`src/rtl/divn_pkg.sv`:
```
package divn_pkg;
    localparam int DIG_W   = 4;
    localparam int NUM_STG = 2;

    typedef logic [DIG_W-1:0] digit_t;

    localparam digit_t DEC_TOP = digit_t'(9);
    localparam digit_t BIN_TOP = digit_t'(15);

    // Highest value a digit may hold in the given mode.
    function automatic digit_t digit_top(input logic bcd);
        return bcd ? DEC_TOP : BIN_TOP;
    endfunction

    // Limit a programmed digit to the valid range of its mode.
    function automatic digit_t digit_limit(input digit_t d, input logic bcd);
        return (bcd && (d > DEC_TOP)) ? DEC_TOP : d;
    endfunction
endpackage

```
`src/rtl/divn_stage.sv`:
```
module divn_stage
    import divn_pkg::*;
(
    input  digit_t cur_i,
    input  logic   bcd_i,
    input  digit_t preset_i,
    input  logic   load_i,
    input  logic   dec_i,
    output digit_t nxt_o,
    output logic   zero_o
);
    always_comb begin
        zero_o = (cur_i == '0);
        if (load_i) begin
            nxt_o = digit_limit(preset_i, bcd_i);
        end else if (dec_i) begin
            nxt_o = zero_o ? digit_top(bcd_i) : cur_i - digit_t'(1);
        end else begin
            nxt_o = cur_i;
        end
    end
endmodule

```
`src/rtl/divn_term.sv`:
```
module divn_term
    import divn_pkg::*;
#(
    parameter int STAGES = NUM_STG
) (
    input  logic [STAGES-1:0][DIG_W-1:0] stg_i,
    output logic                         is_one_o
);
    always_comb begin
        is_one_o = (stg_i[0] == digit_t'(1));
        for (int i = 1; i < STAGES; i++) begin
            if (stg_i[i] != '0) is_one_o = 1'b0;
        end
    end
endmodule

```
`src/rtl/divn_counter.sv`:
```
module divn_counter
    import divn_pkg::*;
#(
    parameter int STAGES = NUM_STG,
    localparam int PW    = STAGES * DIG_W
) (
    input  logic          clk_i,
    input  logic          rst_ni,
    input  logic [PW-1:0] preset_i,
    input  logic [STAGES-1:0] mode_bcd_i,
    input  logic          cfb_i,
    output logic          zero_det_o,
    output logic          msb_o
);
    typedef struct packed {
        logic [STAGES-1:0][DIG_W-1:0] stg;
        logic                         zd;
    } state_t;

    state_t st_d, st_q;

    logic [STAGES-1:0][DIG_W-1:0] stg_nxt;
    logic [STAGES-1:0]            stg_zero;
    logic [STAGES:0]              dec_chain;
    logic                         is_one;
    logic                         load;

    divn_term #(.STAGES(STAGES)) u_term (
        .stg_i    (st_q.stg),
        .is_one_o (is_one)
    );

    assign load         = is_one & cfb_i;
    assign dec_chain[0] = 1'b1;

    for (genvar g = 0; g < STAGES; g++) begin : g_stage
        divn_stage u_stage (
            .cur_i    (st_q.stg[g]),
            .bcd_i    (mode_bcd_i[g]),
            .preset_i (preset_i[g*DIG_W +: DIG_W]),
            .load_i   (load),
            .dec_i    (dec_chain[g]),
            .nxt_o    (stg_nxt[g]),
            .zero_o   (stg_zero[g])
        );
        assign dec_chain[g+1] = dec_chain[g] & stg_zero[g];
    end

    always_comb begin
        st_d     = st_q;
        st_d.stg = stg_nxt;
        st_d.zd  = is_one;
    end

    always_ff @(posedge clk_i or negedge rst_ni) begin
        if (!rst_ni) st_q <= '0;
        else         st_q <= st_d;
    end

    assign zero_det_o = st_q.zd;
    assign msb_o      = st_q.stg[STAGES-1][DIG_W-1];


    lo_dec_chk: assert property (@(posedge clk_i) disable iff (!rst_ni)
        (!is_one && st_q.stg[0] != '0) |=> st_q.stg[0] == digit_t'($past(st_q.stg[0]) - digit_t'(1)));


    hi_hold_chk: assert property (@(posedge clk_i) disable iff (!rst_ni)
        (!is_one && st_q.stg[0] != '0) |=> $stable(st_q.stg[STAGES-1:1]));


    zd_set_chk: assert property (@(posedge clk_i) disable iff (!rst_ni)
        is_one |=> zero_det_o);


    zd_clr_chk: assert property (@(posedge clk_i) disable iff (!rst_ni)
        !is_one |=> !zero_det_o);


    lo_load_chk: assert property (@(posedge clk_i) disable iff (!rst_ni)
        (is_one && cfb_i && mode_bcd_i[0]) |=>
        st_q.stg[0] == (($past(preset_i[DIG_W-1:0]) > DEC_TOP) ? DEC_TOP : $past(preset_i[DIG_W-1:0])));


    inhibit_chk: assert property (@(posedge clk_i) disable iff (!rst_ni)
        (is_one && !cfb_i) |=> (st_q.stg[0] == '0 && st_q.stg[STAGES-1:1] == '0));
endmodule

```
`config.mk`:
```
export PLATFORM = sky130hd
export DESIGN_NAME = divn_counter
export DESIGN_NICKNAME = d
export VERILOG_FILES = /design/src/rtl/divn_pkg.sv /design/src/rtl/divn_stage.sv /design/src/rtl/divn_term.sv /design/src/rtl/divn_counter.sv
export SDC_FILE = /design/constraint.sdc
export NUM_CORES = 1
export LEC_CHECK = 0
export CORE_MARGIN = 3
export CORE_UTILIZATION = 41
export DETAILED_ROUTE_END_ITERATION = 8
export GPL_TIMING_DRIVEN = 0
export PLACE_DENSITY = 0.67
export SLEW_MARGIN = 0
export SYNTH_ARGS = -nofsm -noshare
export SYNTH_HDL_FRONTEND = slang
export SYNTH_SLANG_ARGS = --single-unit
```
`constraint.sdc`:
```
create_clock -name clk_i -period 2.3 [get_ports clk_i]
set_input_delay 0.575 -clock clk_i [delete_from_list [all_inputs] [get_ports clk_i]]
set_output_delay 0.575 -clock clk_i [all_outputs]
set_load 0.02 [all_outputs]
```
Word-level counts from Yosys, hierarchy flattened

Cells that the tools add are included.

Bits in registers: 9
Bits of input ports: 13
Output and inout port bits: 2
Logic and storage cells: 25

Add/subtract/negate cells: 2
Order comparisons: 2
Equal/unequal tests: 1
Muxes and demuxes: 10
Bitwise logic cells: 1
Reduce and logical (&&, ||, !) cells: 6

Operator list:

| operator              | count |
|---|---|
| $mux W4               | 7 |
| $gt A4 B4 Y1 const B  | 2 |
| $logic_not A4 Y1      | 2 |
| $sub A4 B1 Y4 const B | 2 |
| $mux W3               | 2 |
| $eq A4 B1 Y1 const B  | 1 |
| $reduce_bool A4 Y1    | 1 |
| $logic_and A1 B1 Y1   | 2 |
| $reduce_bool A2 Y1    | 1 |
| $and A1 B1 Y1         | 1 |
| $mux W1               | 1 |

Logic depth before layout (Yosys ltp)

Gate-level depths: netlist of run 1.

Depth in word-level cells: 4
Gate-level depth with buffers: 6
Gate-level depth less buffers: 5

Modules after synthesis

From an unflattened synthesis of run 1, not the netlist that was laid out.

Cell total of the unflattened synthesis: 70
Area total of the unflattened synthesis: 603.1 um^2

Modules (own cells, without submodules):

| module       | times used | cells an instance | area an instance (um^2) | seq. area each (um^2) |
|---|---|---|---|---|
| divn_stage   | 2          | 28                | 173.9                   | 0.0 |
| divn_counter | 1          | 11                | 235.2                   | 225.2 |
| divn_term    | 1          | 3                 | 20.0                    | 0.0 |

Least setup slack after synthesis of run 1

OpenSTA, ideal clock, no wires.

Kind: reg2reg
Start point: register st_q[5] (netlist bit)
End point: register st_q[6] (netlist bit)
Data arrival time: 1.562 ns
Required time: 2.227 ns
Path slack: 0.665 ns
Stages on the path, launching flop included: 7
Period minus slack after synthesis: 1.635 ns
Path through: dfrtp_1 > inv_1 > ha_1 > or3b_1 > buf_6 > a221oi_2 > a2bb2oi_2

Word-level cells in the longest chain between the ends: 4

Ends and longest elaborated chain:

| what                                          | line                                 | source |
|---|---|---|
| start, declared                               | divn_counter.sv:20                   | `state_t st_d, st_q;` |
| start signal, assigned                        | divn_counter.sv:57                   | `else st_q <= st_d;` |
| $sub A4 B1 Y4, or another cell as far along   | divn_stage.sv:17                     | `nxt_o = zero_o ? digit_top(bcd_i) : cur_i - digit_t'(1);` |
| $mux W4 or $mux W1 (tied branches)            | divn_stage.sv:17, divn_term.sv:12    |  |
| $mux W4 or $and A1 B1 Y1 (tied branches)      | divn_stage.sv:16, divn_counter.sv:33 |  |
| $mux W4 or $reduce_bool A2 Y1 (tied branches) | --                                   |  |

Parallel ways exist; a longest one is shown, timed or not. The select of a mux whose other input is x is not followed.
A chain may end at the register's enable or synchronous reset.

Final worst setup path of run 1

Start point: register st_q, in the netlist msb_o
End point: output msb_o

RTL lines:

| what          | line               | source |
|---|---|---|
| end, declared | divn_counter.sv:13 | `output logic msb_o` |

No word-level cell between the ends.

==> results of run 1 <==
## synthesized netlist by cell type, types with 2 or more instances
cell type	n	area share
nand2_1	6	0.032
o211ai_1	2	0.022
nand2b_1	2	0.018
ha_1	4	0.072
or3b_1	2	0.025
dfrtp_1	9	0.32
nor3b_1	2	0.022
nor2_1	2	0.011
inv_1	6	0.032
and2b_2	2	0.025
nand3_1	2	0.014
o21bai_1	2	0.022
o22ai_1	4	0.036
a21oi_1	2	0.014
nor4b_1	2	0.025
o21ai_0	2	0.014
buf_2	2	0.014
a31oi_1	3	0.027
o31ai_1	2	0.022
## registers in the layout, summed over array words and instances (netlist names)
| name | cells |
|---|---|
| st_q | 7 |
| msb_o | 1 |
| zero_det_o | 1 |
## per-layer routing
| metal | track usage | up-vias | routed length [microns] |
|---|---|---|---|
| met2 | 0.2629 | 18 | 750 |
| met3 | 0.05747 | 4 | 91 |
| li1 | - | 322 | - |
| met1 | 0.2237 | 305 | 758 |
| met4 | 0.03315 | 0 | 16 |
| met5 | 0 | - | 0 |
## placed cells by master (no fill, tap or decap), types with 3 or more instances in the layout
| cell | instances |
|---|---|
| a31oi_1 | 3 |
| clkbuf_4 | 3 |
| clkdlybuf4s50_1 | 14 |
| dfrtp_1 | 9 |
| ha_1 | 4 |
| inv_1 | 6 |
| nand2_1 | 6 |
| o22ai_1 | 4 |
## power breakdown
group	switching (mW)	leakage [nW]	internal, mW
registers	0.0649	0.108	0.219
logic	0.200	0.228	0.216
clock network	0.0568	0.0150	0.0670
total	0.322	0.350	0.502
## worst min-delay path by stage
stage	to	slack, ns	cells past startpoint
floorplan	msb_o	0.28	0
global placement	st_q[1]	0.56	1
detailed placement	st_q[1]	0.56	1
CTS	st_q[1]	0.59	1
global route	st_q[1]	0.63	1
finish	st_q[1]	0.60	1
## cells by family (layout without fill, tap and decap cells)
logic type      count (synthesis)  in the layout  synth area share
flops                           9              9            0.3237
buf+inv                         9             27           0.06295
compound gates                 23             23            0.2518
fa+ha+maj                       4              4           0.07195
simple gates                   30             30            0.2896
## worst register-to-register path, stage by stage (launching register included)
cell	delay, ns
dfrtp_1	0.41
inv_1	0.09
ha_1	0.22
or3b_1	0.41
buf_6	0.16
nor4_1	0.34
a31oi_1	0.10
## cell type report
cell class	count	area, sq um	area share
well taps	16	20.02	0.02270
flip-flops and latches	9	225.2	0.2553
clock buffers	4	26.28	0.02979
plain buffers	3	21.27	0.02411
multi-input cells	57	426.7	0.4837
inverters	6	22.52	0.02553
repair buffers	14	140.1	0.1589
## through the flow
step           setup WS (ns)  std cells  total power, mW
3_5_place_dp          0.3803        105           0.7012
3_3_place_gp          0.3828        105           0.6907
5_1_grt               0.2949        109           0.8987
6_report              0.3710        109           0.8240
4_1_cts               0.3647        109           0.8251
2_1_floorplan         0.6654         75           0.5887
==> flow_summary.json, run 1 <==
{
  "run_status": "finished, final reports clean",
  "critical_path_arrival_ns": 1.35,
  "dp.final_hpwl_microns": 1235,
  "finalSetupViolCount": 0,
  "setup_total_negative_slack_ns": 0,
  "number_of_global_route_vias_before_repair": 555,
  "grt_setup_unrepaired": "false",
  "cts.repair_timing.setup_buffer_count": 0,
  "cts_buffers": 3,
  "max-slew-margin-rel": 0.5913,
  "timing.critical_path.fanout_max": 7,
  "final.period_utilization": 0.8387,
  "yosys_most_used_dff": "dfrtp_1",
  "antenna_found_initial": 0,
  "rr_endpoint": "st_q[1]",
  "synth-seq-cells": 9,
  "placedInstanceArea_sq_um": 855.8,
  "groute.usage.overall": 0.1676,
  "dr_total_vias": 649,
  "ant_nets": 0,
  "worstPathRequired_ns": 1.73,
  "synthArstFlopShare": 1.000,
  "routed_wirelength_microns": 1617,
  "grt_first_pass_wirelength_microns": 2601,
  "post-route-cell-area_sq_um": 882.1,
  "cts_sinks": 9,
  "static-leakage-power_nw": 0.3504,
  "worstSetupEndpointType": "primary output",
  "finalHoldViolCount": 0,
  "place_congestion": 0.7986,
  "final.hold.worst_slack_ns": 0.6032,
  "setup.worst_path.end": "msb_o",
  "critPathKind": "register to primary output",
  "core_sq_mm": 0.001559,
  "initial_core_utilization": 0.4462,
  "ys_seq_area_frac": 0.3237,
  "final_layout_size_suffix_gt1_frac": 0.1505,
  "cts.repair.resized": 0,
  "root_buffer": "clkbuf_4",
  "die_w_microns": 47.19,
  "io-pin-count": 15,
  "rows": 14,
  "path_buf_inv": 1,
  "cts.path.max_buffers": 2,
  "crit_chain": "clkdlybuf4s50_1",
  "drcViolationCount": 0,
  "die_area_sq_mm": 0.002227,
  "nNetsFinal": 111,
  "start_of_the_worst_register_to_register_path": "st_q[5]",
  "post_cts_hold_buffer_count": 0,
  "fill_cells": 140,
  "htreeDepth": 1,
  "post_synth_num_cell_types": 36,
  "dr.pass1.iters": 4,
  "numPortBuffers": 14,
  "holdCritPathClass": "input pin to async pin",
  "synth.yosys.warnings": 0,
  "grt_overflow_total": 0,
  "synth_cells": 75,
  "clock_latency_ns": 0.27,
  "timing.critical_path.max_delay_family": "buffers and inverters",
  "drv_cap": 0,
  "launch_point_of_the_critical_path": "msb_o",
  "reg2reg_depth": 6,
  "cts.reportedPaths.clkPinSlew_ns": 0.06,
  "critical_path.startpoint_type": "register",
  "ir_worst_vdd_mv": 0.4521,
  "drt-initial-drc-count": 22,
  "layout_min_cycle_time_ns": 1.929,
  "syn_area_sq_um": 695.7,
  "synth-edff-count": 0,
  "routedWlPerCell_microns": 14.83,
  "worst_path_max_delay_cell": "clkdlybuf4s50_1",
  "actual_transition_at_the_worst_max_transition_pin_ns": 0.6118,
  "grt_start_max_net_pins": 11,
  "vias_cell": 5.954,
  "critical_path_cell_count": 1,
  "skew_ns": 0.006249,
  "timing_max_transition_violations_final": 0,
  "postSynthAreaPerCell_sq_um": 9.276,
  "clock.fmax_mhz": 518.4,
  "cts_tree": "done",
  "area_growth_syn_to_layout_pct": 26.80,
  "synthesis.nets": 92,
  "cellPowerDensity_mw_per_mm2": 934.1,
  "fp.dieH_microns": 47.19,
  "critical-path-max-stage-delay_ns": 0.64,
  "regToRegSetupSlack_ns": 0.45,
  "postLayoutCoreUtil": 0.5658,
  "n_antenna_cell": 0
}
Note: power is estimated with default switching activity, not from simulation.
==> run 2: changes to the inputs <==
clock period = 1.9 ns   (was 2.3 ns; I/O delays follow)
==> run 2 against run 1 <==
Clock skew rose by 0.0011 ns. Non-clock buffer count did not move. Combinational power rose by 23%. Total power rose by 22%. Sequential power rose by 22%. Sequential share of layout area fell by 0.46 points. Largest power group unchanged. Worst hold slack got worse by 0.10 ns. Critical endpoint is now st_q[6]. Routed wire length did not move. Critical path depth rose by 5. Utilization rose by 1.0 points.
==> flow_summary.json, run 2 (synthesis gave the netlist of run 1 again) <==
{
  "run_status": "finished, final reports clean",
  "drt-initial-drc-count": 14,
  "grt_first_pass_wirelength_microns": 2601,
  "switching_share": 0.3915,
  "dr.pass1.iters": 4,
  "routedWlPerCell_microns": 14.83,
  "number_of_global_route_vias_before_repair": 555,
  "cellPowerDensity_mw_per_mm2": 1121,
  "ir_worst_vdd_mv": 0.5461,
  "fp.dieH_microns": 47.19,
  "core_sq_mm": 0.001559,
  "largest_register_ffs": 7,
  "cts.repair_timing.setup_buffer_count": 0,
  "post-route-cell-area_sq_um": 898.4,
  "cts_tree": "done",
  "final_cell_mix": "clkdlybuf4s50_1 (13), dfrtp_1 (9), inv_1 (6), nand2_1 (6), o22ai_1 (4)",
  "max-slew-margin-rel": 0.6812,
  "numPortBuffers": 14,
  "timing_max_transition_violations_final": 0,
  "share_seq_of_total_power": 0.344,
  "timing.critical_path.fanout_max": 10,
  "layout_commonest_cell": "clkdlybuf4s50_1",
  "groute.usage.overall": 0.1676,
  "top_reg_by_flops": "st_q",
  "io-pin-count": 15,
  "drv_cap": 0,
  "place_congestion": 0.7986,
  "n_antenna_cell": 0,
  "cts_buffers": 3,
  "skew_ns": 0.007354,
  "total_switching_power_mw": 0.3942,
  "dr_total_vias": 643,
  "grt_setup_unrepaired": "false",
  "cts.reportedPaths.clkPinSlew_ns": 0.06,
  "worstPathRequired_ns": 2.09,
  "clock_latency_ns": 0.27,
  "die_w_microns": 47.19,
  "finalSetupViolCount": 0,
  "area_growth_syn_to_layout_pct": 29.14,
  "initial_core_utilization": 0.4462,
  "worstSetupEndpointType": "register",
  "internal_power_mw": 0.6127,
  "timing.critical_path.max_delay_family": "compound AO/OA/AOI/OAI gates",
  "dp.final_hpwl_microns": 1235,
  "vias_cell": 5.899,
  "static-leakage-power_nw": 0.3514,
  "rows": 14,
  "worst_path_max_delay_cell": "dfrtp_1",
  "final.hold.worst_slack_ns": 0.5023,
  "clkPwrFrac": 0.149,
  "postLayoutCoreUtil": 0.5762,
  "critical-path-max-stage-delay_ns": 0.41,
  "grt_overflow_total": 0,
  "crit_chain": "inv_1 -> ha_2 -> or3b_1 -> buf_6 -> a221oi_2 -> a2bb2oi_2",
  "holdCritPathClass": "input pin to async pin",
  "nNetsFinal": 111,
  "critical_path.startpoint_type": "register",
  "antenna_found_initial": 0,
  "ant_nets": 0,
  "routed_wirelength_microns": 1617,
  "drcViolationCount": 0,
  "cts_sinks": 9,
  "final_layout_size_suffix_gt1_frac": 0.1828,
  "combinational_share_of_power": 0.507,
  "critPathKind": "register to register",
  "setup_total_negative_slack_ns": 0,
  "actual_transition_at_the_worst_max_transition_pin_ns": 0.4762,
  "root_buffer": "clkbuf_4",
  "final.period_utilization": 0.9521,
  "die_area_sq_mm": 0.002227,
  "grt_start_max_net_pins": 11,
  "critical_path_arrival_ns": 2.00,
  "placedInstanceArea_sq_um": 855.8,
  "finalHoldViolCount": 0,
  "htreeDepth": 1,
  "clock.fmax_mhz": 552.8,
  "layout_min_cycle_time_ns": 1.809,
  "cts.path.max_buffers": 2,
  "path_buf_inv": 2
}
==> run 2: routing by layer <==
metal,vias to the layer above,GRT usage,part of all wire
met2,16,0.2629,0.47
met5,-,0,0
met1,302,0.2237,0.48
met4,0,0.03315,0.0068
met3,2,0.05747,0.045
li1,323,-,-
==> run 2: timing repair <==
action,in CTS,in global routing
resized for setup,0,4
hold buffers,0,0
endpoints found under the setup margin,0,4
==> run 2: cell type report <==
type,count,area (sq um)
Tap cell,16,20.02
Multi-Input combinational cell,57,440.4
Sequential cell,9,225.2
Inverter,6,22.52
Fill cell,138,660.6
Timing Repair Buffer,14,142.6
Buffer,3,21.27
Clock buffer,4,26.28
==> run 2: final timing paths <==
path / startpoint / endpoint / slack [ns] / depth (start not counted)
worst min register to register: st_q[1] / st_q[1] / 0.60 / 1
max in group asynchronous: rst_ni / zero_det_o / 1.11 / 1
worst max-delay path: st_q[5] / st_q[6] / 0.09 / 6
min in group clk_i: st_q[1] / st_q[1] / 0.60 / 1
worst max register to register: st_q[5] / st_q[6] / 0.09 / 6
worst min-delay path: rst_ni / st_q[3] / 0.50 / 1
==> run 2: through the flow <==
stage	std cells	setup WS [ns]	total power, mW
after global routing	109	0.01231	1.097
after global placement	105	0.08276	0.8362
final	109	0.09094	1.007
after detailed placement	105	0.08030	0.8488
after floorplan	75	0.2654	0.7127
after CTS	109	0.05564	0.9988
==> run 2: power groups by stage <==
stage          clock [mW]  combinational [mW]  sequential [mW]
6_report            0.150               0.511            0.346
4_1_cts             0.154               0.502            0.343
3_5_place_dp            0               0.507            0.342
3_3_place_gp            0               0.492            0.344
5_1_grt             0.168               0.565            0.364
2_1_floorplan           0               0.380            0.332
==> run 3: changes to the inputs <==
REMOVE_ABC_BUFFERS = 1   (was default)
SKIP_LAST_GASP = 1   (was default)
clock period = 1.7 ns   (was 1.9 ns; I/O delays follow)
==> run 3 against run 2 <==
First-iteration DRC count unchanged. Critical path depth down 1. Via count up 7.2%. Non-clock buffer count unchanged. Clock-buffer cell count unchanged. Setup slack worse by 0.045 ns. Maximum frequency up 9.3%. Largest cell class unchanged. Largest power group unchanged.
==> flow_summary.json, run 3 (synthesis gave the netlist of run 1 again) <==
{
  "antenna_found_initial": 0,
  "area_growth_syn_to_layout_pct": 35.07,
  "cts.reportedPaths.clkPinSlew_ns": 0.06,
  "post_cts_hold_buffer_count": 0,
  "clock.fmax_mhz": 604.5,
  "timing_max_transition_violations_final": 0,
  "top_reg_by_flops": "st_q",
  "detailedPlace.worstSlack_ns": -0.2895,
  "number_of_global_route_vias_before_repair": 618,
  "core_sq_mm": 0.001559,
  "drv_cap": 0,
  "routed_wirelength_microns": 1899,
  "clock_latency_ns": 0.26,
  "grt_first_pass_wirelength_microns": 2870,
  "final.period_utilization": 0.9732,
  "setup_total_negative_slack_ns": 0,
  "nNetsFinal": 112,
  "critical_path.startpoint_type": "register",
  "final.setup.worst_slack_ns": 0.04562,
  "layout_min_cycle_time_ns": 1.654,
  "worstSetupEndpointType": "register",
  "numPortBuffers": 14,
  "fill_cells": 143,
  "regToRegSetupSlack_ns": 0.05,
  "initial_core_utilization": 0.4462,
  "largest_register_ffs": 7,
  "placedInstanceArea_sq_um": 834.6,
  "grt_setup_unrepaired": "false",
  "htreeDepth": 1,
  "vias_cell": 6.264,
  "cts.path.max_buffers": 2,
  "rows": 14,
  "finalSetupViolCount": 0,
  "static-leakage-power_nw": 0.3650,
  "dr_total_vias": 689,
  "io-pin-count": 15,
  "cts_buffers": 3,
  "cellPowerDensity_mw_per_mm2": 1336,
  "holdCritPathClass": "input pin to async pin",
  "place_congestion": 0.8020,
  "fp.dieH_microns": 47.19,
  "post-route-cell-area_sq_um": 939.7,
  "ir_worst_vdd_mv": 0.9225,
  "critPathKind": "register to register",
  "grt_overflow_total": 0,
  "layout_commonest_cell": "clkdlybuf4s50_1",
  "cts_tree": "done",
  "max-slew-margin-rel": 0.7095,
  "reg2reg_depth": 5,
  "skew_ns": 0.001920,
  "n_antenna_cell": 0,
  "root_buffer": "clkbuf_4",
  "worstPathRequired_ns": 1.85,
  "dp.final_hpwl_microns": 1269,
  "finalHoldViolCount": 0,
  "routedWlPerCell_microns": 17.26,
  "final_layout_size_suffix_gt1_frac": 0.2553,
  "die_area_sq_mm": 0.002227,
  "grt_start_max_net_pins": 10,
  "drcViolationCount": 0,
  "run_status": "finished, final reports clean",
  "drt-initial-drc-count": 14,
  "final_cell_mix": "clkdlybuf4s50_1 (13), dfrtp_1 (8), nand2_1 (6)",
  "timing.critical_path.fanout_max": 6,
  "groute.usage.overall": 0.1856,
  "critical_path_arrival_ns": 1.81,
  "ant_nets": 0,
  "actual_transition_at_the_worst_max_transition_pin_ns": 0.4344,
  "die_w_microns": 47.19,
  "cts_sinks": 9,
  "dr.pass1.iters": 4
}
[run 3: report_power, final]
part / leakage (nW) / switching (mW) / internal (mW)
combinational: 0.244 / 0.289 / 0.369
sequential: 0.106 / 0.136 / 0.297
clock: 0.0150 / 0.0746 / 0.0905
[run 3: final cells by class]
type | count | area (sq um) | area share
Timing Repair Buffer | 17 | 161.4 | 0.1718
Sequential cell | 9 | 226.5 | 0.2410
Multi-Input combinational cell | 58 | 483.0 | 0.5140
Clock buffer | 4 | 26.28 | 0.02796
Tap cell | 16 | 20.02 | 0.02130
Inverter | 6 | 22.52 | 0.02397
[run 3: worst paths after layout]
path / startpoint / endpoint
worst max-delay path: st_q[5] / st_q[2]
worst min-delay path: rst_ni / st_q[7]
worst max register to register: st_q[5] / st_q[2]
worst min register to register: st_q[1] / st_q[1]
max in group asynchronous: rst_ni / st_q[1]
min in group clk_i: st_q[1] / st_q[1]
[run 3: stage by stage]
stage / power, mW / cells / utilization / hold slack [ns]
floorplan: 0.7821 / 72 / - / 0.1294
global placement: 0.9184 / 102 / 0.5353 / 0.5646
detailed placement: 0.9318 / 102 / 0.5353 / 0.5744
CTS: 1.122 / 107 / 0.5602 / 0.4709
global route: 1.337 / 110 / 0.6027 / 0.4805
finish: 1.255 / 110 / 0.6027 / 0.4692
[run 3: critical path, stage by stage (launching register included)]
cell     delay [ns]
dfrtp_1        0.41
inv_2          0.09
ha_4           0.16
or3b_4         0.44
a211o_2        0.28
and3_1         0.17
[run 3: what timing repair did]
action / in CTS / in global routing
pin swaps: 0 / 0
gates resized for setup: 3 / 10
setup buffers: 0 / 3
endpoints found under the setup margin: 10 / 9
cloned: 1 / 0
[run 3: per-layer routing]
layer / global-route usage / share of wire
met4: 0.07182 / 0.014
met3: 0.05364 / 0.057
met2: 0.2683 / 0.49
met1: 0.2599 / 0.44
met5: 0 / 0
